===== config.mk =====
export PLATFORM = sky130hd
export DESIGN_NAME = zg_decode
export DESIGN_NICKNAME = d
export VERILOG_FILES = /design/src/rtl/zg_pkg.sv /design/src/rtl/zg_misc_dec.sv /design/src/rtl/zg_ctl_dec.sv /design/src/rtl/zg_decode.sv
export SDC_FILE = /design/constraint.sdc
export NUM_CORES = 1
export LEC_CHECK = 0
export BUFFER_PORTS_ARGS = -buffer_cell sky130_fd_sc_hd__buf_2
export CAP_MARGIN = 20
export CORE_ASPECT_RATIO = 0.7
export CORE_MARGIN = 5
export CORE_UTILIZATION = 42
export CTS_CLUSTER_SIZE = 28
export DETAILED_ROUTE_END_ITERATION = 8
export PLACE_DENSITY_LB_ADDON = 0.15
export SLEW_MARGIN = 20
export SYNTH_ARGS = -nofsm -noshare
export SYNTH_HDL_FRONTEND = slang
export SYNTH_SLANG_ARGS = --single-unit

===== constraint.sdc =====
create_clock -name clk -period 1.05 [get_ports clk]
set_clock_uncertainty 0.2 [all_clocks]
set_input_delay 0.105 -clock clk [delete_from_list [all_inputs] [get_ports clk]]
set_output_delay 0.105 -clock clk [all_outputs]
set_load 0.02 [all_outputs]

===== src/rtl/zg_pkg.sv =====
package zg_pkg;
    localparam int IW      = 16;
    localparam int OP_N    = 10;
    localparam int TRAP_N  = 4;
    localparam int SPEC_W  = 6;
    localparam int REG_W   = 3;
    localparam int BOFF_W  = 8;
    localparam int HI_LSB  = 9;

    localparam int OP_HALT = 0;
    localparam int OP_WAIT = 1;
    localparam int OP_RTT  = 2;
    localparam int OP_RST  = 3;
    localparam int OP_JMP  = 4;
    localparam int OP_RTS  = 5;
    localparam int OP_SPL  = 6;
    localparam int OP_CC   = 7;
    localparam int OP_SWAB = 8;
    localparam int OP_BR   = 9;

    localparam int TR_BPT  = 0;
    localparam int TR_IOT  = 1;
    localparam int TR_RSV  = 2;
    localparam int TR_HLT  = 3;

    typedef struct packed {
        logic [OP_N-1:0]   op;
        logic [TRAP_N-1:0] trap;
        logic [REG_W-1:0]  rn;
        logic [SPEC_W-1:0] spec;
        logic [BOFF_W-1:0] boff;
        logic              ccset;
        logic [3:0]        ccmask;
    } dec_t;
endpackage


===== src/rtl/zg_misc_dec.sv =====
module zg_misc_dec
    import zg_pkg::*;
(
    input  logic [SPEC_W-1:0] low_i,
    input  logic              kernel_i,
    output logic [OP_N-1:0]   op_o,
    output logic [TRAP_N-1:0] trap_o
);
    always_comb begin
        op_o   = '0;
        trap_o = '0;
        if (low_i[5:3] != 3'd0) begin
            trap_o[TR_RSV] = 1'b1;
        end else begin
            case (low_i[2:0])
                3'd0: begin
                    if (kernel_i) op_o[OP_HALT] = 1'b1;
                    else          trap_o[TR_HLT] = 1'b1;
                end
                3'd1:       op_o[OP_WAIT] = 1'b1;
                3'd2, 3'd6: op_o[OP_RTT]  = 1'b1;
                3'd3:       trap_o[TR_BPT] = 1'b1;
                3'd4:       trap_o[TR_IOT] = 1'b1;
                3'd5:       op_o[OP_RST]  = 1'b1;
                default:    trap_o[TR_RSV] = 1'b1;
            endcase
        end
    end
endmodule


===== src/rtl/zg_ctl_dec.sv =====
module zg_ctl_dec
    import zg_pkg::*;
(
    input  logic [2:0]        mid_i,
    output logic [OP_N-1:0]   op_o,
    output logic [TRAP_N-1:0] trap_o
);
    always_comb begin
        op_o   = '0;
        trap_o = '0;
        if (mid_i[2]) begin
            op_o[OP_CC] = 1'b1;
        end else begin
            case (mid_i[1:0])
                2'd0:    op_o[OP_RTS] = 1'b1;
                2'd3:    op_o[OP_SPL] = 1'b1;
                default: trap_o[TR_RSV] = 1'b1;
            endcase
        end
    end
endmodule


===== src/rtl/zg_decode.sv =====
module zg_decode
    import zg_pkg::*;
(
    input  logic              clk,
    input  logic              rst_n,
    input  logic [IW-1:0]     instr_i,
    input  logic              kernel_i,
    output logic [OP_N-1:0]   op_sel_o,
    output logic [TRAP_N-1:0] trap_o,
    output logic [REG_W-1:0]  reg_o,
    output logic [SPEC_W-1:0] spec_o,
    output logic [BOFF_W-1:0] boff_o,
    output logic              cc_set_o,
    output logic [3:0]        cc_mask_o
);
    logic [OP_N-1:0]   misc_op, ctl_op;
    logic [TRAP_N-1:0] misc_trap, ctl_trap;
    dec_t dec_d, dec_q;

    zg_misc_dec u_misc (
        .low_i    (instr_i[SPEC_W-1:0]),
        .kernel_i (kernel_i),
        .op_o     (misc_op),
        .trap_o   (misc_trap)
    );

    zg_ctl_dec u_ctl (
        .mid_i  (instr_i[5:3]),
        .op_o   (ctl_op),
        .trap_o (ctl_trap)
    );

    always_comb begin
        dec_d        = '0;
        dec_d.rn     = instr_i[REG_W-1:0];
        dec_d.spec   = instr_i[SPEC_W-1:0];
        dec_d.boff   = instr_i[BOFF_W-1:0];
        dec_d.ccset  = instr_i[4];
        dec_d.ccmask = instr_i[3:0];
        if (instr_i[IW-1:HI_LSB] == '0) begin
            case (instr_i[8:6])
                3'd0: begin
                    dec_d.op   = misc_op;
                    dec_d.trap = misc_trap;
                end
                3'd1: dec_d.op[OP_JMP] = 1'b1;
                3'd2: begin
                    dec_d.op   = ctl_op;
                    dec_d.trap = ctl_trap;
                end
                3'd3:    dec_d.op[OP_SWAB] = 1'b1;
                default: dec_d.op[OP_BR]   = 1'b1;
            endcase
        end
    end

    always_ff @(posedge clk or negedge rst_n) begin
        if (!rst_n) dec_q <= '0;
        else        dec_q <= dec_d;
    end

    assign op_sel_o  = dec_q.op;
    assign trap_o    = dec_q.trap;
    assign reg_o     = dec_q.rn;
    assign spec_o    = dec_q.spec;
    assign boff_o    = dec_q.boff;
    assign cc_set_o  = dec_q.ccset;
    assign cc_mask_o = dec_q.ccmask;
endmodule


* Yosys cells after proc, flatten, opt, wreduce, memory -nomap -nowiden *
Index checks and enable logic that the tools add are counted.

word-level totals
  register bits after elaboration = 36
  output and inout bits = 36

operators by class
  reductions and logical operators = 9
  eq/ne operators = 10
  mux-type cells = 26

operators by type and width
  kind                                                                   count
  1-bit 2-to-1 mux                                                       20
  8-bit one-hot mux with 2 select lines                                  1
  14-bit 2-to-1 mux                                                      1
  3-bit by 2-bit equality test with 1-bit output, second input constant  4
  3-bit equality test, second input constant                             3
  7-bit logical NOT                                                      1
  7-bit OR reduction                                                     1
  3-bit by 1-bit equality test with 1-bit output, second input constant  2
  3-bit logical NOT                                                      2
  2-bit 2-to-1 mux                                                       2
  4-bit 2-to-1 mux                                                       1
  2-bit OR reduction                                                     2
  4-bit OR reduction                                                     1
  3-bit 2-to-1 mux                                                       1
  3-bit nonzero test                                                     1
  2-bit equality test, second input constant                             1
  2-bit logical NOT                                                      1

* Longest topological paths before layout *
Gate-level depths: netlist (run 1).

  depth in word-level cells = 6
  mapped depth = 5

* Cells and area by module *
From an unflattened synthesis (run 1), not the netlist that was laid out.

second synthesis, totals
  cell total of the unflattened synthesis = 116
  area total of the unflattened synthesis = 1,209.9 um^2

modules (own cells, without submodules)
  module       sequential area each (um^2)  instances  cells each  area an instance (um^2)
  zg_decode    550.5                        1          77          925.9
  zg_misc_dec  0.0                          1          20          146.4
  zg_ctl_dec   0.0                          1          19          137.6

* Least setup slack after synthesis (run 1) *
OpenSTA, ideal clock, no wires.

  path type = input to register
  from = in instr_i[3]
  to = reg dec_q (netlist bit op_sel_o[0])
  path slack = -0.227 ns
  stages on the path = 5
  arrival = 0.981 ns
  path through = inv_1 -> ha_1 -> nor3b_2 -> nand4_1 -> nor4b_2

RTL lines
  element                 RTL line         RTL
  start: declaration      zg_decode.sv:6   input logic [IW-1:0] instr_i,
  end signal: assignment  zg_decode.sv:58  if (!rst_n) dec_q <= '0;
  end signal: assignment  zg_decode.sv:59  else dec_q <= dec_d;
  end: declaration        zg_decode.sv:18  dec_t dec_d, dec_q;

==> results of run 1 <==
-- critical path: stages --
cell           delay, ns
buf_2               0.12
buf_4               0.13
dlygate4sd3_1       0.62
nor4_1              0.30
-- through the flow --
stage / instances / setup TNS, ns / power [W]
6_report: 176 / -5.71 / 0.00187
5_1_grt: 176 / -7.41 / 0.00194
4_1_cts: 171 / -4.91 / 0.00185
3_5_place_dp: 157 / -3.96 / 0.00115
3_3_place_gp: 157 / -3.30 / 0.00114
2_1_floorplan: 76 / -0.583 / 0.00103
-- cell usage in the layout (no fill, tap or decap) --
cell type and count:
dlygate4sd3_1 10, clkbuf_4 4, inv_1 3, buf_4 14, nor3_4 1, and4b_1 1
nor3b_1 1, nor4b_2 1, dlymetal6s4s_1 1, inv_6 1, nand3b_4 1, and3_1 3
and3_2 1, nor4_1 1, nand4_1 3, nand2_2 1, bufinv_16 1, buf_6 26
nor2_1 3, nand2_1 2, and3b_2 1, nor3_1 2, nand2b_1 1, buf_2 27
nand3_1 2, ha_4 1, nor3b_4 1, nor4_4 2, ha_1 1, a2111oi_4 1
inv_12 1, nor4_2 2, dfrtp_1 22, nor3_2 1
-- where the power goes --
| part | switching (W) | internal, W |
|---|---|---|
| combinational | 0.000187 | 0.000161 |
| sequential | 0.0000123 | 0.000863 |
| clock | 0.000260 | 0.000386 |
-- metal layers --
metal  routed length, um  GRT usage [%]  share of wire, %
met1                1070           19.6                39
met2                1430           28.0                52
met3                 199           5.00               7.3
met4                  33           4.05               1.2
met5                   0              0                 0
-- logic make-up (layout without fill, tap and decap cells) --
kind of cell | Yosys count | in the layout
flops | 22 | 22
compound gates | 1 | 1
simple gates | 31 | 31
fa+ha+maj | 2 | 2
buf+inv | 20 | 88
-- area by class of cell --
| class | instances | area [um^2] | share of cell area, % |
|---|---|---|---|
| repair buffers | 79 | 653 | 39.0 |
| flip-flops and latches | 22 | 551 | 32.9 |
| multi-input cells | 34 | 343 | 20.5 |
| well taps | 32 | 40.0 | 2.39 |
| inverters | 5 | 36.3 | 2.17 |
| clock inverters | 1 | 30.0 | 1.79 |
| clock buffers | 3 | 22.5 | 1.34 |
-- path summary, 6_finish.rpt --
kind / startpoint / endpoint / slack (ns) / depth (start not counted)
hold / removal: instr_i[2] / cc_mask_o[2]$_DFF_PN0_ / -0.15 / 2
min in group asynchronous: rst_n / boff_o[4]$_DFF_PN0_ / 0.08 / 2
setup / recovery: instr_i[6] / op_sel_o[6]$_DFF_PN0_ / -0.21 / 4
max in group asynchronous: rst_n / boff_o[6]$_DFF_PN0_ / 0.23 / 2
-- sequential cells by signal, summed over array words and instances, names as in the netlist --
| register | count |
|---|---|
| boff_o | 5 |
| cc_mask_o | 3 |
| op_sel_o | 10 |
| trap_o | 4 |
-- cells in the mapped netlist --
| master | number |
|---|---|
| buf_4 | 14 |
| ha_1 | 2 |
| nand3b_2 | 1 |
| nor4_1 | 4 |
| and3_1 | 3 |
| nand2b_1 | 1 |
| dfrtp_1 | 22 |
| and3_2 | 1 |
| nand2_1 | 3 |
| nor3_2 | 1 |
| nor3b_2 | 1 |
| nor4_4 | 1 |
| nor2_1 | 3 |
| nor3_1 | 3 |
| nand3_1 | 2 |
| nor4b_2 | 1 |
| clkbuf_2 | 1 |
| and3b_2 | 1 |
| nand4_1 | 3 |
| inv_1 | 5 |
| nor3b_1 | 1 |
| a2111oi_2 | 1 |
| and4b_1 | 1 |
-- timing repair --
| action | 4_1_cts | 5_1_grt |
|---|---|---|
| setup endpoints to repair | 40 | 45 |
| hold buffers | 8 | 5 |
| pin swaps | 3 | 1 |
| gates resized for setup | 45 | 17 |
| setup buffers | 2 | 2 |
| endpoints found under the hold margin | 41 | 17 |
==> impl_metrics.ini, run 1 <==
[place]
hpwl_mm = 1.76
place_area_um2 = 1250
gp_congestion = 0.784
port_buffers = 54
dp_slack_ns = -0.438

[logic_synthesis]
synth_top_cell_by_area = dfrtp_1
synth_adder_area_share_pct = 2.66
syn_avg_cell_area_um2 = 12.4
synth_nets = 97
synth_top_family_by_area = simple AND/OR/NAND/NOR gates
netlist-cell-type-count = 23
synth_mux_area_share_pct = 0
syn_area_um2 = 941
yosysSeqAreaShare_pct = 58.5
synth-xor-area-share_pct = 0
ys_seq_elements = 22
synth_area_leaders = dfrtp_1 59%, buf_4 11%, ha_1 2.7%
ys.warnings.count = 0
synth_compound_area_share_pct = 1.60
synth_top_area_share_pct = 58.5
syn_inst = 76
synth_simple_gate_area_share_pct = 23.5

[global_route]
grt_pass1_vias = 831
track_usage_pct = 16.3
grt_pass1_wl_mm = 3.98
grt_antenna_before_repair = 0
overflow = 0
grt_max_degree = 23

[layout]
drive_gt1_share_pct = 61.1
postLayoutCellArea_um2 = 1680
n_antenna_cell = 0
layout.nets = 166
post-route-util_pct = 78.4
syn2layout_area_growth_pct = 78.1
num-fill-cells = 145

[timing]
setup_viol = 47
period_share_pct = 120
max_freq_ghz = 0.792
layout_setup_ws_ns = -0.212
hold_slack_ns = -0.147
rsz0062_at_grt = yes
slew_headroom_pct = 67.0
slew_violations = 0
fin_crit_ns = 1.26
hold_violations = 12
worst_slew_pin_slew_ns = 0.494

[detailed_routing]
drt_first_pass_iters = 4
drtIter0Drc = 46
drc_errors = 0
post_drt_via_cell_ratio = 4.77
postRouteAntennaNets = 0
num_vias = 839
wire_per_inst_um = 15.5
routed_wl_mm = 2.73

[cts]
cts_buffers = 3
clock_tree.htree_level_count = 1
cts_max_path_buffers = 2
cts_num_sinks = 22
cts_tree = built
cts-root-buf = clkbuf_4
path_clk_slew_ns = 0.12

[worst_setup_path]
cp.arrival_ns = 1.28
required_ns = 1.07
critPathLaunchType = input port
crit_type = input port to flip-flop
end_kind = flip-flop
crit_path_max_fanout = 3

[die]
dieHeight_um = 49.6
pin_count = 55
core.rowCount = 14
coreArea_um2 = 2140
die_w_um = 66.6
dieArea_um2 = 3300
initial_utilization_pct = 44.0

[run_status]
status = finished with violations
violations = hold timing, setup timing

[run]
maxCapViolCount = 0

[worst_hold_path]
hold_path.class = input port to flip-flop

[pwr]
power.density_nw_per_um2 = 1120
p_leak_nw = 0.856
ir_drop_mv = 1.21
Power figures use the tool's default switching activity.
==> inputs of run 2 (changes only) <==
Settings changed: ABC_AREA set to 1.
==> run 2 against run 1 <==
Against the previous run: the flow still finishes with violations (hold timing, setup timing); flip-flop and latch count unchanged; combinational power shrank 21%; design area fell by 13%; via count fell by 4.6%; largest power group unchanged.
==> impl_metrics.ini, run 2 <==
[logic_synthesis]
netlist-cell-type-count = 16
syn_inst = 95
synth_area_leaders = dfrtp_1 58%, buf_4 11%, nor2_1 6.7%
synth_edf_count = 0
synth_compound_area_share_pct = 0.525
synth_mux_area_share_pct = 0
synth_simple_gate_area_share_pct = 23.8
ys_seq_elements = 22
ys_top_cells_by_count = 22 x dfrtp_1, 17 x nor2_1, 14 x buf_4
synth_nets = 116
yosysSeqAreaShare_pct = 57.7
async_flop_share_pct = 100
synth.most_common_cell = dfrtp_1
synth_ff_type = dfrtp_1
synth_top_family_by_area = simple AND/OR/NAND/NOR gates
syn_avg_cell_area_um2 = 10.0
synth-xor-area-share_pct = 0
ys.warnings.count = 0
syn_area_um2 = 953
synth_top_area_share_pct = 57.7
synth_adder_area_share_pct = 2.62
synth_top_cell_by_area = dfrtp_1

[timing]
slew_headroom_pct = 68.9
setup_tns_ns = -3.91
max_freq_ghz = 0.832
slew_violations = 0
hold_violations = 17
layout_setup_ws_ns = -0.152
period_share_pct = 115
fin_crit_ns = 1.20
setup_viol = 42
hold_slack_ns = -0.231
worst_slew_pin_slew_ns = 0.466
rsz0062_at_grt = yes

[layout]
syn2layout_area_growth_pct = 52.2
final_cell_mix = 29 x buf_2, 24 x buf_6, 22 x dfrtp_1, 17 x nor2_1, 12 x nand2_1
postLayoutCellArea_um2 = 1450
n_antenna_cell = 0
post-route-util_pct = 67.4
final_common_cell = buf_2
drive_gt1_share_pct = 44.7
layout.nets = 173
largest_reg_flops = 10

[worst_setup_path]
critPathLaunchType = input port
required_ns = 1.07
crit_chain = buf_2 -> dlygate4sd3_1 -> nor2_1 -> nand3_2 -> nor2_1
startpoint = instr_i[1]
end_kind = flip-flop
crit_slowest_cell = dlygate4sd3_1
slowest_delay_ns = 0.61
cp.arrival_ns = 1.22
crit_path_max_fanout = 5
cpMostUsedCell = nor2_1
crit_type = input port to flip-flop

[cts]
clock_tree.htree_level_count = 1
cts_max_path_buffers = 2
cts_num_sinks = 22
cts_tree = built
cts_buffers = 3
cts-root-buf = clkbuf_4
post-cts-setup-buffers = 0
path_clk_slew_ns = 0.10

[detailed_routing]
post_drt_via_cell_ratio = 4.40
num_vias = 800
routed_wl_mm = 2.03
drc_errors = 0
drt_first_pass_iters = 4
postRouteAntennaNets = 0
drtIter0Drc = 24
wire_per_inst_um = 11.1

[die]
core.rowCount = 14
dieArea_um2 = 3340
dieHeight_um = 49.9
initial_utilization_pct = 44.3
pin_count = 55
coreArea_um2 = 2150
die_w_um = 66.9

[pwr]
power.internal_w = 0.00112
pwr-share-clk_pct = 23.1
seqPwrFrac_pct = 58.6
power.density_nw_per_um2 = 1030
p_sw_share_pct = 25.2
p_leak_nw = 0.733
pwr-share-comb_pct = 18.3
ir_drop_mv = 0.935
switchingPower_w = 0.000376

[worst_hold_path]
hold_path.class = input port to flip-flop
whs_path_depth = 1
hold_path_end = boff_o[5]$_DFF_PN0_
worst_hold_startpoint = instr_i[5]

[run]
maxCapViolCount = 0

[run_status]
violations = hold timing, setup timing
status = finished with violations

[global_route]
grt_antenna_before_repair = 0
grt_max_degree = 23
track_usage_pct = 12.5
overflow = 0
grt_pass1_wl_mm = 3.08
grt_pass1_vias = 697

[place]
gp_congestion = 0.767
port_buffers = 54
place_area_um2 = 1180
hpwl_mm = 1.57
run 2: worst max-delay path by stage:
stage,depth (start not counted),slack [ns],end
floorplan,7,0.05,trap_o[2]$_DFF_PN0_
global placement,7,-0.14,op_sel_o[0]$_DFF_PN0_
detailed placement,7,-0.16,trap_o[3]$_DFF_PN0_
CTS,1,-0.13,boff_o[1]
global route,1,-0.18,cc_set_o
finish,5,-0.15,trap_o[3]$_DFF_PN0_
run 2: area by class of cell:
| cell class | instances | area, um^2 |
|---|---|---|
| clock buffers | 3 | 22.5 |
| fillers | 184 | 703 |
| inverters | 11 | 41.3 |
| multi-input cells | 48 | 262 |
| flip-flops and latches | 22 | 551 |
| well taps | 32 | 40.0 |
| repair buffers | 66 | 536 |
run 2: through the flow:
stage	total power [W]	cells	worst slack [ns]
global route	0.00159	182	-0.184
detailed placement	0.00111	170	-0.155
CTS	0.00151	181	-0.129
global placement	0.00111	170	-0.144
finish	0.00149	182	-0.152
floorplan	0.00103	95	0.0549
run 2: worst max-delay path: cells and delay by family:
| kind | cells | cell delay (ns) |
|---|---|---|
| simple gates | 3 | 0.40 |
| buf+inv | 2 | 0.71 |
run 2: kinds of logic (layout without fill, tap and decap cells):
kind of cell | after synthesis | count (layout)
DFF | 22 | 22
adders and majority gates | 2 | 2
AOI/OAI and AO/OA | 1 | 1
buffers and inverters | 25 | 80
and+or+nand+nor | 45 | 45
run 2: repair_timing:
action                                 4_1_cts  5_1_grt
endpoints found under the hold margin       44       19
pin swaps                                    0        0
setup endpoints to repair                   36       44
resized for setup                           38       12
hold buffers                                 8        4
run 2: power groups by stage:
stage | sequential, W | combinational, W | clock [W]
floorplan | 0.000910 | 0.000115 | 0
global placement | 0.000887 | 0.000223 | 0
detailed placement | 0.000887 | 0.000226 | 0
CTS | 0.000873 | 0.000261 | 0.000375
global route | 0.000879 | 0.000297 | 0.000409
finish | 0.000876 | 0.000274 | 0.000345
run 2: per-layer routing:
layer	up-vias	global-route usage (%)	wire length, um
li1	392	-	-
met1	362	15.8	847
met2	44	19.9	948
met3	2	5.00	206
met4	0	3.03	23
met5	-	0	0
